==> config.mk <==
export PLATFORM = sky130hd
export DESIGN_NAME = dtape_xfer
export DESIGN_NICKNAME = d
export VERILOG_FILES = /design/src/rtl/dtape_pkg.sv /design/src/rtl/dtape_digit_enc.sv /design/src/rtl/dtape_pair_chk.sv /design/src/rtl/dtape_addr_step.sv /design/src/rtl/dtape_xfer.sv
export SDC_FILE = /design/constraint.sdc
export NUM_CORES = 1
export LEC_CHECK = 0
export ABC_CLOCK_PERIOD_IN_PS = 9600
export BUFFER_PORTS_ARGS = -buffer_cell sky130_fd_sc_hd__buf_2
export CELL_PAD_IN_SITES_DETAIL_PLACEMENT = 0
export CELL_PAD_IN_SITES_GLOBAL_PLACEMENT = 1
export CORE_AREA = 4 4 124 126
export DETAILED_ROUTE_END_ITERATION = 12
export DIE_AREA = 0 0 128 130
export HOLD_SLACK_MARGIN = 0.05
export PLACE_DENSITY = 0.84
export SYNTH_ARGS = -nofsm -noshare
export SYNTH_HDL_FRONTEND = slang
export SYNTH_HIERARCHICAL = 1
export SYNTH_SLANG_ARGS = --single-unit
==> constraint.sdc <==
create_clock -name clk -period 9.6 [get_ports clk]
set_input_delay 0 -clock clk [delete_from_list [all_inputs] [get_ports clk]]
set_output_delay 0 -clock clk [all_outputs]
set_load 0.01 [all_outputs]
==> src/rtl/dtape_pkg.sv <==
package dtape_pkg;
  localparam int DIGIT_W = 6;
  localparam int PAIR_W  = 2 * DIGIT_W;
  localparam logic [3:0] BCD_RECMARK = 4'b1010;

  typedef logic [DIGIT_W-1:0] digit_t;

  typedef enum logic [2:0] {
    ST_IDLE,
    ST_READ,
    ST_PREQ,
    ST_PCHK,
    ST_PSEND
  } xfer_st_t;
endpackage

==> src/rtl/dtape_digit_enc.sv <==
module dtape_digit_enc
  import dtape_pkg::*;
(
  input  logic [3:0] bcd_i,
  input  logic       flag_i,
  output digit_t     digit_o
);
  // check bit makes the total count of ones odd
  assign digit_o = {~^{flag_i, bcd_i}, flag_i, bcd_i};
endmodule

==> src/rtl/dtape_pair_chk.sv <==
module dtape_pair_chk
  import dtape_pkg::*;
(
  input  logic [PAIR_W-1:0] pair_i,
  output logic              par_ok_o,
  output logic              rec_mark_o
);
  logic [1:0] dig_ok;

  generate
    for (genvar g = 0; g < 2; g++) begin : g_dig
      assign dig_ok[g] = ^pair_i[g*DIGIT_W +: DIGIT_W];
    end
  endgenerate

  assign par_ok_o   = &dig_ok;
  assign rec_mark_o = (pair_i[3:0] == BCD_RECMARK);
endmodule

==> src/rtl/dtape_addr_step.sv <==
module dtape_addr_step #(
  parameter int ADDR_DIGITS = 5,
  parameter int MEM_DIGITS  = 20000
) (
  input  logic [4*ADDR_DIGITS-1:0] addr_i,
  output logic [4*ADDR_DIGITS-1:0] addr_o
);
  localparam int AW = 4 * ADDR_DIGITS;

  logic [ADDR_DIGITS:0] carry;
  logic [AW-1:0]        sum;
  logic [31:0]          value;
  logic                 wrap;

  assign carry[0] = 1'b0;

  generate
    for (genvar g = 0; g < ADDR_DIGITS; g++) begin : g_dig
      logic [4:0] raw;
      logic [4:0] adj;
      assign raw          = {1'b0, addr_i[4*g +: 4]} + ((g == 0) ? 5'd2 : 5'd0)
                            + {4'b0000, carry[g]};
      assign adj          = raw - 5'd10;
      assign carry[g+1]   = (raw > 5'd9);
      assign sum[4*g +: 4] = carry[g+1] ? adj[3:0] : raw[3:0];
    end
  endgenerate

  always_comb begin
    value = 32'd0;
    for (int i = ADDR_DIGITS - 1; i >= 0; i--) begin
      value = value * 32'd10 + {28'd0, addr_i[4*i +: 4]};
    end
  end

  assign wrap   = ((value + 32'd2) >= 32'(MEM_DIGITS)) || carry[ADDR_DIGITS];
  assign addr_o = wrap ? '0 : sum;
endmodule

==> src/rtl/dtape_xfer.sv <==
module dtape_xfer
  import dtape_pkg::*;
#(
  parameter int         ADDR_DIGITS = 5,
  parameter int         MEM_DIGITS  = 20000,
  parameter logic [7:0] EOL_CODE    = 8'hEF,
  localparam int        AW          = 4 * ADDR_DIGITS
) (
  input  logic          clk,
  input  logic          rst_n,
  input  logic          start,
  input  logic          mode_punch,
  input  logic [AW-1:0] start_addr,
  output logic          busy,
  output logic          done,
  output logic          err,
  output logic          mem_req,
  output logic          mem_we,
  output logic [AW-1:0] mem_addr,
  output logic [11:0]   mem_wdata,
  input  logic [11:0]   mem_rdata,
  input  logic          rd_valid,
  input  logic [7:0]    rd_char,
  output logic          rd_ready,
  output logic          pun_valid,
  output logic [7:0]    pun_char,
  input  logic          pun_ready
);
  xfer_st_t      st_q, st_d;
  logic [AW-1:0] addr_q, addr_d, addr_nx;
  logic          addr_en;
  logic [7:0]    pun_q, pun_d;
  logic          last_q, last_d;
  logic          pun_en;
  logic          done_q, done_d;
  logic          err_q, err_d;
  digit_t        zone_dig, num_dig;
  logic          par_ok, rec_mark;

  dtape_addr_step #(
    .ADDR_DIGITS(ADDR_DIGITS),
    .MEM_DIGITS (MEM_DIGITS)
  ) u_step (
    .addr_i(addr_q),
    .addr_o(addr_nx)
  );

  dtape_digit_enc u_enc_zone (
    .bcd_i  (rd_char[7:4]),
    .flag_i (1'b0),
    .digit_o(zone_dig)
  );

  dtape_digit_enc u_enc_num (
    .bcd_i  (rd_char[3:0]),
    .flag_i (1'b0),
    .digit_o(num_dig)
  );

  dtape_pair_chk u_chk_pair (
    .pair_i    (mem_rdata),
    .par_ok_o  (par_ok),
    .rec_mark_o(rec_mark)
  );

  // next-state logic
  always_comb begin
    st_d    = st_q;
    addr_d  = addr_q;
    addr_en = 1'b0;
    pun_d   = pun_q;
    last_d  = last_q;
    pun_en  = 1'b0;
    done_d  = 1'b0;
    err_d   = err_q;
    unique case (st_q)
      ST_IDLE: begin
        if (start) begin
          err_d   = 1'b0;
          addr_d  = start_addr & ~{{(AW-1){1'b0}}, 1'b1};
          addr_en = 1'b1;
          st_d    = mode_punch ? ST_PREQ : ST_READ;
        end
      end
      ST_READ: begin
        if (rd_valid) begin
          addr_d  = addr_nx;
          addr_en = 1'b1;
          if (rd_char[3:0] == BCD_RECMARK) begin
            st_d   = ST_IDLE;
            done_d = 1'b1;
          end
        end
      end
      ST_PREQ: st_d = ST_PCHK;
      ST_PCHK: begin
        if (!par_ok) begin
          err_d  = 1'b1;
          done_d = 1'b1;
          st_d   = ST_IDLE;
        end else begin
          pun_d  = rec_mark ? EOL_CODE : {mem_rdata[9:6], mem_rdata[3:0]};
          last_d = rec_mark;
          pun_en = 1'b1;
          st_d   = ST_PSEND;
        end
      end
      ST_PSEND: begin
        if (pun_ready) begin
          if (last_q) begin
            done_d = 1'b1;
            st_d   = ST_IDLE;
          end else begin
            addr_d  = addr_nx;
            addr_en = 1'b1;
            st_d    = ST_PREQ;
          end
        end
      end
      default: st_d = ST_IDLE;
    endcase
  end

  // registers
  always_ff @(posedge clk or negedge rst_n) begin
    if (!rst_n) begin
      st_q   <= ST_IDLE;
      done_q <= 1'b0;
      err_q  <= 1'b0;
    end else begin
      st_q   <= st_d;
      done_q <= done_d;
      err_q  <= err_d;
    end
  end

  always_ff @(posedge clk or negedge rst_n) begin
    if (!rst_n) begin
      addr_q <= '0;
    end else if (addr_en) begin
      addr_q <= addr_d;
    end
  end

  always_ff @(posedge clk or negedge rst_n) begin
    if (!rst_n) begin
      pun_q  <= '0;
      last_q <= 1'b0;
    end else if (pun_en) begin
      pun_q  <= pun_d;
      last_q <= last_d;
    end
  end

  // outputs
  assign busy      = (st_q != ST_IDLE);
  assign done      = done_q;
  assign err       = err_q;
  assign rd_ready  = (st_q == ST_READ);
  assign mem_we    = (st_q == ST_READ) && rd_valid;
  assign mem_req   = mem_we || (st_q == ST_PREQ);
  assign mem_addr  = addr_q;
  assign mem_wdata = {zone_dig, num_dig};
  assign pun_valid = (st_q == ST_PSEND);
  assign pun_char  = pun_q;
endmodule

* Yosys cells after proc, flatten, opt, wreduce, memory -nomap -nowiden *
Cells that the tools add are included.
Widths: inputs -> output; s select.

cells by class
  add/sub/neg operators = 15
  multipliers = 4
  magnitude comparators = 6
  equal/unequal tests = 12
  muxes and demuxes = 36
  reductions and logical operators = 16

operator list
  kind                   count
  $add 32x4->32          4
  $mux 20                5
  $mul 32x3->31 const B  3
  $pmux 20 s3            1
  $add 32x2->32 const B  1
  $ge 32x15->1 const B   1
  $gt 5x4->1 const B     5
  $add 4x1->5            4
  $mux 4                 5
  $sub 4x4->4 const B    5
  $mux 3                 5
  $pmux 3 s5             1
  $mux 1                 13
  $reduce_xor 6->1       2
  $reduce_xnor 5->1      2
  $eq 4x4->1 const B     2
  $mux 8                 1
  $ne 2x2->1 const B     4
  $reduce_and 4->1       2
  $mul 4x3->7 const B    1
  $eq 3x2->1 const B     2
  $pmux 1 s3             2
  $reduce_and 6->1       1
  $reduce_bool 3->1      2
  12 further kinds       15

word-level totals
  bits in registers = 34
  bits of input ports = 46
  output and inout bits = 47
  logic and storage cells = 95

* Logic depth before layout (Yosys ltp) *
Gate-level depths: netlist of the first run.

  depth after elaboration = 15
  gate-level depth with buffers = 44
  mapped depth without buffers = 43

* Cells and area by module *
Netlist of the first run, hierarchy kept.

modules (own cells, without submodules)
  module           instances  cells an instance  area each (µm²)  seq. area each (µm²)
  dtape_addr_step  1          533                4,246.6          0.0
  dtape_xfer       1          197                1,851.8          850.8
  dtape_digit_enc  2          8                  77.6             0.0
  dtape_pair_chk   1          13                 117.6            0.0

* Worst setup path after synthesis of the first run *
OpenSTA, ideal clock, no wires.

  path type = register -> register
  start = reg addr_q[17] (netlist: mem_addr[17])
  end = reg addr_q[10] (netlist: mem_addr[10])
  setup time = 82 ps
  arrival = 8,157 ps
  required time = 9,518 ps
  slack = 1,361 ps
  stages on the path, launching flop included = 35
  buffers on the path = 1
  clock period less this slack = 8,239 ps
  path through = dfrtp_1 ha_1 ha_1 inv_1 fa_1 nor3b_1 xnor2_1 ha_1 ha_1 xnor2_1 inv_1 nor3_1 xor2_1 ha_1 ha_1 or2_2 o311ai_0 o211a_1 xnor2_1 o21ai_0 nor3_1 xnor2_1 ha_1 ha_1 a21o_1 a21o_1 a221o_1 xnor2_1 or4b_1 o32ai_1 a21oi_1 buf_2 nor4_2 nand3_1 a31oi_1

between the ends
  longest elaborated chain between the ends = 15
  elaborated cells between the ends (all ways) = 18
  classes of those cells = add/sub (6); mul (4); order compare (2); mux (5); reduce/logical (1)

RTL lines
  item                    line                   RTL
  start, declared         dtape_xfer.sv:30       logic [AW-1:0] addr_q, addr_d, addr_nx;
  start signal, assigned  dtape_xfer.sv:141      addr_q <= addr_d;
  $mul 4x3->7             dtape_addr_step.sv:32  value = value * 32'd10 + {28'd0, addr_i[4*i +: 4]};
  $add 32x4->32           dtape_addr_step.sv:32
  $mul 32x3->31           dtape_addr_step.sv:32
  $add 32x4->32           dtape_addr_step.sv:32
  $mul 32x3->31           dtape_addr_step.sv:32
  $add 32x4->32           dtape_addr_step.sv:32
  $mul 32x3->31           dtape_addr_step.sv:32
  $add 32x4->32           dtape_addr_step.sv:32
  $add 32x2->32           dtape_addr_step.sv:36  assign wrap = ((value + 32'd2) >= 32'(MEM_DIGITS)) || carry[ADDR_DIGITS];
  $ge 32x15->1            dtape_addr_step.sv:36
  $logic_or 1x1->1 (*)    dtape_addr_step.sv:36
  $mux 20 (*)             dtape_addr_step.sv:37  assign addr_o = wrap ? '0 : sum;
  net addr_nx[10]         dtape_xfer.sv:30
  $mux 20                 dtape_xfer.sv:110      if (last_q) begin
  $mux 20                 dtape_xfer.sv:109      if (pun_ready) begin
  $pmux 20 s3 (*)         dtape_xfer.sv:76       unique case (st_q)

Mark *: on every way through the listed nets, which the timed path passes. The rest lies on a longest branch. The select of a mux whose other input is x is not followed.
A chain may end at the register's enable or synchronous reset.

* Worst setup path after layout of the first run *
  start = reg addr_q[16] (netlist: mem_addr[16])
  end = reg addr_q[15] (netlist: mem_addr[15])

Same word-level chain as after synthesis.

==> results of run 1 <==
[stage by stage]
| step | TNS [ns] | hold slack [ns] | setup WS [ns] | util (%) | instance area, um2 |
|---|---|---|---|---|---|
| floorplan | 0 | -0.296 | 1.36 | - | 6390 |
| global placement | 0 | 0.124 | 0.541 | 48.0 | 6870 |
| detailed placement | 0 | 0.127 | 0.545 | 48.0 | 6870 |
| CTS | 0 | 0.0533 | 0.497 | 50.8 | 7270 |
| global route | -0.842 | 0.0686 | -0.106 | 51.2 | 7320 |
| finish | 0 | 0.0514 | 0.674 | 51.2 | 7320 |
[synthesized netlist by cell type (all sizes together) (5+ instances only)]
cell type  instances  area share, %
a21o              15            1.8
a21oi             38            3.0
a221oi            20            2.7
a31oi             25            2.5
buf               32            3.4
clkbuf             8           0.47
dfrtp             34             13
fa                 8            2.5
ha               110             22
inv               56            3.3
nand2             41            2.4
nand2b            15            1.5
nand3             33            2.6
nand4              5           0.49
nor2              42            2.5
nor2b             11            1.1
nor3              11           0.86
nor3b              5           0.77
nor4              22            4.1
o211ai             8           0.94
o21ai             50            3.9
xnor2             56            8.0
xor2              34            4.8
[worst paths after layout]
kind / endpoint / from / depth (start not counted)
min in group asynchronous: pun_char[2]$_DFFE_PN0P_ / rst_n / 2
min: err$_DFFE_PN0P_ / start / 4
min reg2reg: pun_char[4]$_DFFE_PN0P_ / pun_char[4]$_DFFE_PN0P_ / 2
max in group asynchronous: mem_addr[8]$_DFFE_PN0P_ / rst_n / 2
max: mem_addr[15]$_DFFE_PN0P_ / mem_addr[16]$_DFFE_PN0P_ / 33
max reg2reg: mem_addr[15]$_DFFE_PN0P_ / mem_addr[16]$_DFFE_PN0P_ / 33
[per-layer routing]
| layer | up-vias | part of all wire [%] |
|---|---|---|
| met5 | - | 0 |
| met1 | 2701 | 49 |
| met3 | 6 | 4.0 |
| met4 | 0 | 0.45 |
| met2 | 127 | 46 |
| li1 | 2949 | - |
[tightest hold or removal path: cells and delay by family]
kind                   cells  cell delay, ns
AND/OR/NAND/NOR            2            0.12
buffers and inverters      1            0.12
AO/OA/AOI/OAI              1            0.06
[registers in the layout (all words and copies together) (netlist names)]
register,count
done,1
err,1
last_q,1
mem_addr,20
pun_char,8
st_q,3
[cell families after synthesis]
family / after synthesis / share of synthesized area, %
compound gates: 198 / 20.4
xor+xnor: 93 / 13.8
fa+ha+maj: 118 / 24.1
buf+inv: 96 / 7.21
flops: 34 / 13.4
mux: 8 / 1.34
other cells: 2 / 0.118
simple gates: 210 / 19.6
[cell type report]
type | instances | area [um2]
multi-input cells | 633 | 5140
clock inverters | 2 | 10.0
well taps | 184 | 230
repair buffers | 122 | 758
inverters | 56 | 210
fillers | 1416 | 6990
flip-flops and latches | 34 | 851
clock buffers | 5 | 125
[what timing repair did]
item	CTS	global route
setup endpoints to repair	0	20
resized for setup	0	10
hold buffers	26	0
endpoints found under the hold margin	60	0
==> impl_metrics.yaml, run 1 <==
timing:
  max_freq_mhz: 112
  report.final.hold_viol_count: 0
  drv_slew: 0
  skew_ns: 0.00673
  tightest_slew_ns: 0.974
  fin_crit_sh_pct: 93.0
  finalSetupViolCount: 0
  relSlewSlack_pct: 35.0
  period_minus_slack_ns: 8.93
worst_setup_path:
  crit_buf_inv: 2
  r2r_slack_ns: 0.67
  path_delay_family: "adder cells"
  worstPathRequired_ns: 9.80
  end_kind: "flip-flop"
  cp-start-kind: "flip-flop"
  crit_top_cell: "ha_1"
  cpPeakStageDelay_ns: 0.46
  cp_max_fo: 20
  worst_path_max_delay_cell: "or4b_1"
  crit_type: "reg2reg"
  critPathArrivalTime_ns: 9.12
global_route:
  grt_pass1_wl_um: 25900
  top_usage_layer: "met2"
  grt_max_degree: 35
  met3_usage_pct: 1.72
  grt_pass1_vias: 5478
  grt_overflow: 0
  grtUsageMet2_pct: 30.4
  grt_antenna_before_repair: 0
  grt_usage_pct: 18.1
  grt_use_met1_pct: 26.0
detailed_routing:
  vias: 5783
  route.detailed.drc: 0
  dr.first_iter.drc_count: 425
  wire_per_inst_um: 14.5
  drtPass1Iterations: 5
  avgViaCountPerCell: 5.58
  routed_wl_um: 15100
  ant_nets: 0
logic_synthesis:
  synth_ff_type: "dfrtp_1"
  synth-edff-count: 0
  ys_seq_area_share_pct: 13.4
  yosys_warnings: 6
  syn_inst: 759
  async_flop_share_pct: 100
  avgSynthCellArea_um2: 8.39
  syn_area_um2: 6370
  ys_ff_latch: 34
  synth_cell_types: 74
die:
  dieArea_um2: 16600
  core_um2: 14300
  start_util_pct: 44.5
  die_w_um: 128
  fp-row-count: 44
  die_y_um: 130
  io_pins: 93
clock_tree:
  root_buffer: "clkbuf_16"
  htreeDepth: 2
  cts_tree: "done"
  clkTransAtPathRegs_ns: 0.06
  cts.sinks: 34
  clk_latency_ns: 0.28
  cts_setup_buffers: 0
  clk_path_buf_depth: 2
  numCtsBuffers: 5
final_layout:
  fin_nets: 1016
  layout_common_cells: "ha_1 (110), buf_2 (89), inv_1 (56)"
  layout.cells.non_filler: 1036
  drive_gt1_share_pct: 17.7
  final_common_cell: "ha_1"
  area_growth_pct: 15.0
  diodes: 0
place:
  dp_hpwl_um: 11600
  gp_congestion: 0.810
  place_inst: 1003
  portBuffers: 89
worst_hold_path:
  hold_path_class: "in2reg"
run:
  drv_cap: 0
status:
  status: "complete, no violations"
Power of run 1 is not shown: default switching activity piles up to over one toggle a cycle in this logic, so the estimate is an artifact.
==> run 2, diff against run 1 <==
--- a/config.mk
+++ b/config.mk
@@ -14,6 +14,7 @@
 export DIE_AREA = 0 0 128 130
 export HOLD_SLACK_MARGIN = 0.05
 export PLACE_DENSITY = 0.84
+export REMOVE_ABC_BUFFERS = 1
 export SYNTH_ARGS = -nofsm -noshare
 export SYNTH_HDL_FRONTEND = slang
 export SYNTH_HIERARCHICAL = 1
==> run 2 against run 1 <==
Net effect:
- sequential share of layout area barely moved
- routed wire length grew 1.6%
- critical path depth is 10 higher
- fmax about the same
- non-clock buffer count is 2 higher
- via count up 0.10%
==> impl_metrics.yaml, run 2 (synthesis results as in run 1) <==
clock_tree:
  cts_tree: "done"
  clkTransAtPathRegs_ns: 0.06
  clk_path_buf_depth: 2
  root_buffer: "clkbuf_16"
  clk_latency_ns: 0.27
  cts.sinks: 34
  htreeDepth: 2
  numCtsBuffers: 5
detailed_routing:
  avgViaCountPerCell: 5.58
  wire_per_inst_um: 14.7
  route.detailed.drc: 0
  dr.first_iter.drc_count: 268
  routed_wl_um: 15300
  ant_nets: 0
  vias: 5789
  drtPass1Iterations: 5
global_route:
  grt_usage_pct: 18.0
  grt_pass1_vias: 5446
  grt_antenna_before_repair: 0
  grt_max_degree: 35
  grt_overflow: 0
  grt_pass1_wl_um: 25500
timing:
  rsz0062_at_grt: "no"
  relSlewSlack_pct: 28.3
  report.final.hold_viol_count: 0
  tightest_slew_ns: 1.07
  skew_ns: 0.00461
  tns_ns: 0
  setup_slack_ns: 0.673
  fin_crit_sh_pct: 93.0
  period_minus_slack_ns: 8.93
  drv_slew: 0
  finalSetupViolCount: 0
  max_freq_mhz: 112
final_layout:
  fill_cells: 1410
  drive_gt1_share_pct: 17.6
  area_growth_pct: 15.2
  fin_nets: 1018
  diodes: 0
  final_common_cell: "ha_1"
  largest_reg_flops: 20
  layout_common_cells: "ha_1 (110), buf_2 (89), inv_1 (56)"
status:
  status: "complete, no violations"
worst_setup_path:
  r2r_cells: 43
  end_kind: "flip-flop"
  crit_top_cell: "ha_1"
  path_depth: 43
  rr_endpoint: "mem_addr[18]$_DFFE_PN0P_"
  worst_path_max_delay_cell: "dfrtp_1"
  cp-start-kind: "flip-flop"
  crit_type: "reg2reg"
  path_delay_family: "adder cells"
  worstPathRequired_ns: 9.79
  cp-startpoint: "mem_addr[1]$_DFFE_PN0P_"
  critPathArrivalTime_ns: 9.11
  cpPeakStageDelay_ns: 0.48
  setup.worst_path.end: "mem_addr[18]$_DFFE_PN0P_"
  r2r_slack_ns: 0.67
  worstReg2RegStart: "mem_addr[1]$_DFFE_PN0P_"
  cp_max_fo: 20
  crit_buf_inv: 5
die:
  dieArea_um2: 16600
  die_y_um: 130
  core_um2: 14300
  fp-row-count: 44
  io_pins: 93
  start_util_pct: 44.5
  die_w_um: 128
run:
  drv_cap: 0
place:
  place_ws_ns: 0.403
  dp_hpwl_um: 11600
  gp_congestion: 0.811
  portBuffers: 89
worst_hold_path:
  hold_path_class: "in2reg"
[run 2: cell types whose count changed in the layout (fill, tap and decap cells not counted)]
cell,before,now
dlygate4sd3_1,26,28
a22oi_1,1,2
a22oi_2,1,0
nor3_1,11,10
nor3_2,0,1
o41ai_1,1,2
o41ai_2,1,0
[run 2: layer usage]
layer	track usage, %	vias to the layer above	share of wire [%]
met4	2.06	0	0.60
li1	-	2955	-
met3	2.70	11	4.4
met5	0	-	0
met1	24.0	2700	47
met2	31.9	123	48
[run 2: worst min-delay path, delay by kind of cell]
family / cells / cell delay, ns
simple gates: 2 / 0.11
compound gates: 1 / 0.06
buf+inv: 1 / 0.12
[run 2: layout make-up]
class	instances	area [um2]	area share, %
tap	184	230	3.14
clock inverter	2	10.0	0.136
multi-input combinational	633	5130	70.0
timing repair buffer	124	778	10.6
sequential	34	851	11.6
clock buffer	5	125	1.71
inverter	56	210	2.86
[run 2: per-stage QoR]
| stage | instance area [um2] | util, % | hold WS (ns) | instances |
|---|---|---|---|---|
| after global placement | 6870 | 48.0 | 0.139 | 1003 |
| after floorplan | 6140 | - | -0.296 | 723 |
| final | 7340 | 51.3 | 0.0516 | 1038 |
| after detailed placement | 6870 | 48.0 | 0.129 | 1003 |
| after global routing | 7340 | 51.3 | 0.0821 | 1038 |
| after CTS | 7290 | 50.9 | 0.0505 | 1038 |
[run 2: how the worst min path moves through the flow]
stage | from | end | slack [ns] | depth (start not counted)
floorplan | rst_n | done$_DFF_PN0_ | -0.30 | 0
global placement | rst_n | pun_char[3]$_DFFE_PN0P_ | 0.14 | 1
detailed placement | rst_n | pun_char[3]$_DFFE_PN0P_ | 0.13 | 1
CTS | start | err$_DFFE_PN0P_ | 0.05 | 4
global route | rd_valid | st_q[0]$_DFFE_PN0P_ | 0.08 | 3
finish | start | err$_DFFE_PN0P_ | 0.05 | 4
[run 2: what timing repair did]
item | in CTS | in global routing
resized for setup | 0 | 9
endpoints found under the hold margin | 62 | 0
setup buffers | 0 | 0
endpoints found under the setup margin | 0 | 20
hold buffers | 28 | 0
Power of run 2 is left out for the same reason.
==> run 3, diff against run 2 <==
--- a/config.mk
+++ b/config.mk
@@ -9,11 +9,11 @@
 export BUFFER_PORTS_ARGS = -buffer_cell sky130_fd_sc_hd__buf_2
 export CELL_PAD_IN_SITES_DETAIL_PLACEMENT = 0
 export CELL_PAD_IN_SITES_GLOBAL_PLACEMENT = 1
-export CORE_AREA = 4 4 124 126
+export CORE_AREA = 4 4 112 141
 export DETAILED_ROUTE_END_ITERATION = 12
-export DIE_AREA = 0 0 128 130
+export DIE_AREA = 0 0 116 145
 export HOLD_SLACK_MARGIN = 0.05
-export PLACE_DENSITY = 0.84
+export PLACE_DENSITY = 0.83
 export REMOVE_ABC_BUFFERS = 1
 export SYNTH_ARGS = -nofsm -noshare
 export SYNTH_HDL_FRONTEND = slang
==> run 3 against run 2 <==
Net effect:
- non-clock buffer count increased by 4
- clock skew increased by 0.0043 ns
- critical endpoint unchanged
- global-route usage is 0.43 points higher
- setup slack got worse by 0.068 ns
- first-iteration DRC count shrank 19%
- critical path depth is 11 lower
- routed wire length up 0.61%
==> impl_metrics.yaml, run 3 (synthesis results as in run 1) <==
worst_setup_path:
  worst_path_max_delay_cell: "dfrtp_1"
  end_kind: "flip-flop"
  crit_top_cell: "ha_1"
  cp-start-kind: "flip-flop"
  path_depth: 32
  cpPeakStageDelay_ns: 0.58
  r2r_cells: 32
  cp-startpoint: "mem_addr[18]$_DFFE_PN0P_"
  crit_type: "reg2reg"
  worstPathRequired_ns: 9.80
  path_delay_family: "compound AO/OA/AOI/OAI gates"
  setup.worst_path.end: "mem_addr[18]$_DFFE_PN0P_"
  crit_buf_inv: 2
  r2r_slack_ns: 0.60
  worstReg2RegStart: "mem_addr[18]$_DFFE_PN0P_"
  rr_endpoint: "mem_addr[18]$_DFFE_PN0P_"
  cp_max_fo: 20
  critPathArrivalTime_ns: 9.19
detailed_routing:
  routed_wl_um: 15400
  drtPass1Iterations: 4
  route.detailed.drc: 0
  vias: 5847
  avgViaCountPerCell: 5.64
  wire_per_inst_um: 14.8
  dr.first_iter.drc_count: 216
  ant_nets: 0
place:
  dp_hpwl_um: 12000
  portBuffers: 89
  place_inst: 997
  gp_congestion: 0.823
clock_tree:
  clkTransAtPathRegs_ns: 0.06
  root_buffer: "clkbuf_16"
  numCtsBuffers: 5
  cts_tree: "done"
  clk_latency_ns: 0.28
  htreeDepth: 2
  clk_path_buf_depth: 2
  cts.sinks: 34
timing:
  skew_ns: 0.00894
  report.final.hold_viol_count: 0
  fin_crit_sh_pct: 93.7
  relSlewSlack_pct: 29.1
  max_freq_mhz: 111
  period_minus_slack_ns: 9.00
  rsz0062_at_grt: "no"
  drv_slew: 0
  finalSetupViolCount: 0
  tns_ns: 0
  tightest_slew_ns: 1.06
global_route:
  grt_max_degree: 35
  grt_overflow: 0
  grt_usage_pct: 18.4
  grt_pass1_vias: 5833
  grt_antenna_before_repair: 0
  grt_pass1_wl_um: 26900
final_layout:
  layout_common_cells: "ha_1 (109), buf_2 (89), inv_1 (56)"
  seq_area_um2: 851
  drive_gt1_share_pct: 17.8
  area_growth_pct: 15.9
  fill_cells: 1400
  layout.cells.non_filler: 1037
  final_common_cell: "ha_1"
  multi_input_area_um2: 5130
  fin_nets: 1022
  finish.utilization_pct: 51.5
  diodes: 0
  largest_reg_flops: 20
die:
  die_w_um: 116
  start_util_pct: 44.4
  die_y_um: 145
  dieArea_um2: 16800
  core_um2: 14300
  io_pins: 93
  fp-row-count: 49
status:
  status: "complete, no violations"
worst_hold_path:
  hold_path_class: "in2reg"
run:
  drv_cap: 0
[run 3: timing repair]
action | CTS | global route
hold endpoints to repair | 65 | 0
hold buffers | 31 | 0
setup endpoints to repair | 0 | 20
buffers inserted | 0 | 1
resized for setup | 0 | 9
[run 3: worst min-delay path by stage]
stage | from | endpoint | slack [ns] | cells after the start
after floorplan | rst_n | done$_DFF_PN0_ | -0.30 | 0
after global placement | rst_n | pun_char[4]$_DFFE_PN0P_ | 0.14 | 1
after detailed placement | rst_n | pun_char[6]$_DFFE_PN0P_ | 0.14 | 1
after CTS | mode_punch | st_q[1]$_DFFE_PN0P_ | 0.1 | 4
after global routing | mode_punch | st_q[0]$_DFFE_PN0P_ | 0.14 | 4
final | mode_punch | st_q[1]$_DFFE_PN0P_ | 0.10 | 4
[run 3: final cells by class]
cell class,instances,area share [%]
multi-input combinational,633,69.5
sequential,34,11.5
timing repair buffer,128,11.0
tap,178,3.02
inverter,56,2.85
clock buffer,6,1.88
clock inverter,2,0.169
[run 3: worst reg2reg max path: cells and delay by family, from the launching register on]
family	cells	cell delay [ns]
XOR/XNOR	6	1.11
adder cells (fa/ha/maj)	8	2.57
buffers and inverters	2	0.31
AND/OR/NAND/NOR	6	1.71
AO/OA/AOI/OAI	10	2.61
flip-flops	1	0.58
[run 3: routing by layer]
| metal | vias to the layer above | routed length (um) | track usage (%) |
|---|---|---|---|
| met5 | - | 0 | 0 |
| met4 | 0 | 36 | 2.15 |
| met3 | 4 | 561 | 2.25 |
| met2 | 118 | 7880 | 33.7 |
| met1 | 2766 | 6900 | 23.5 |
| li1 | 2959 | - | - |
[run 3: per-stage QoR]
step / hold slack, ns / worst slack [ns] / cell area [um2]
floorplan: -0.296 / 0.804 / 6140
global placement: 0.139 / 0.534 / 6870
detailed placement: 0.138 / 0.451 / 6870
CTS: 0.0985 / 0.349 / 7330
global route: 0.143 / 0.0156 / 7380
finish: 0.101 / 0.605 / 7380
Power of run 3 is left out for the same reason.
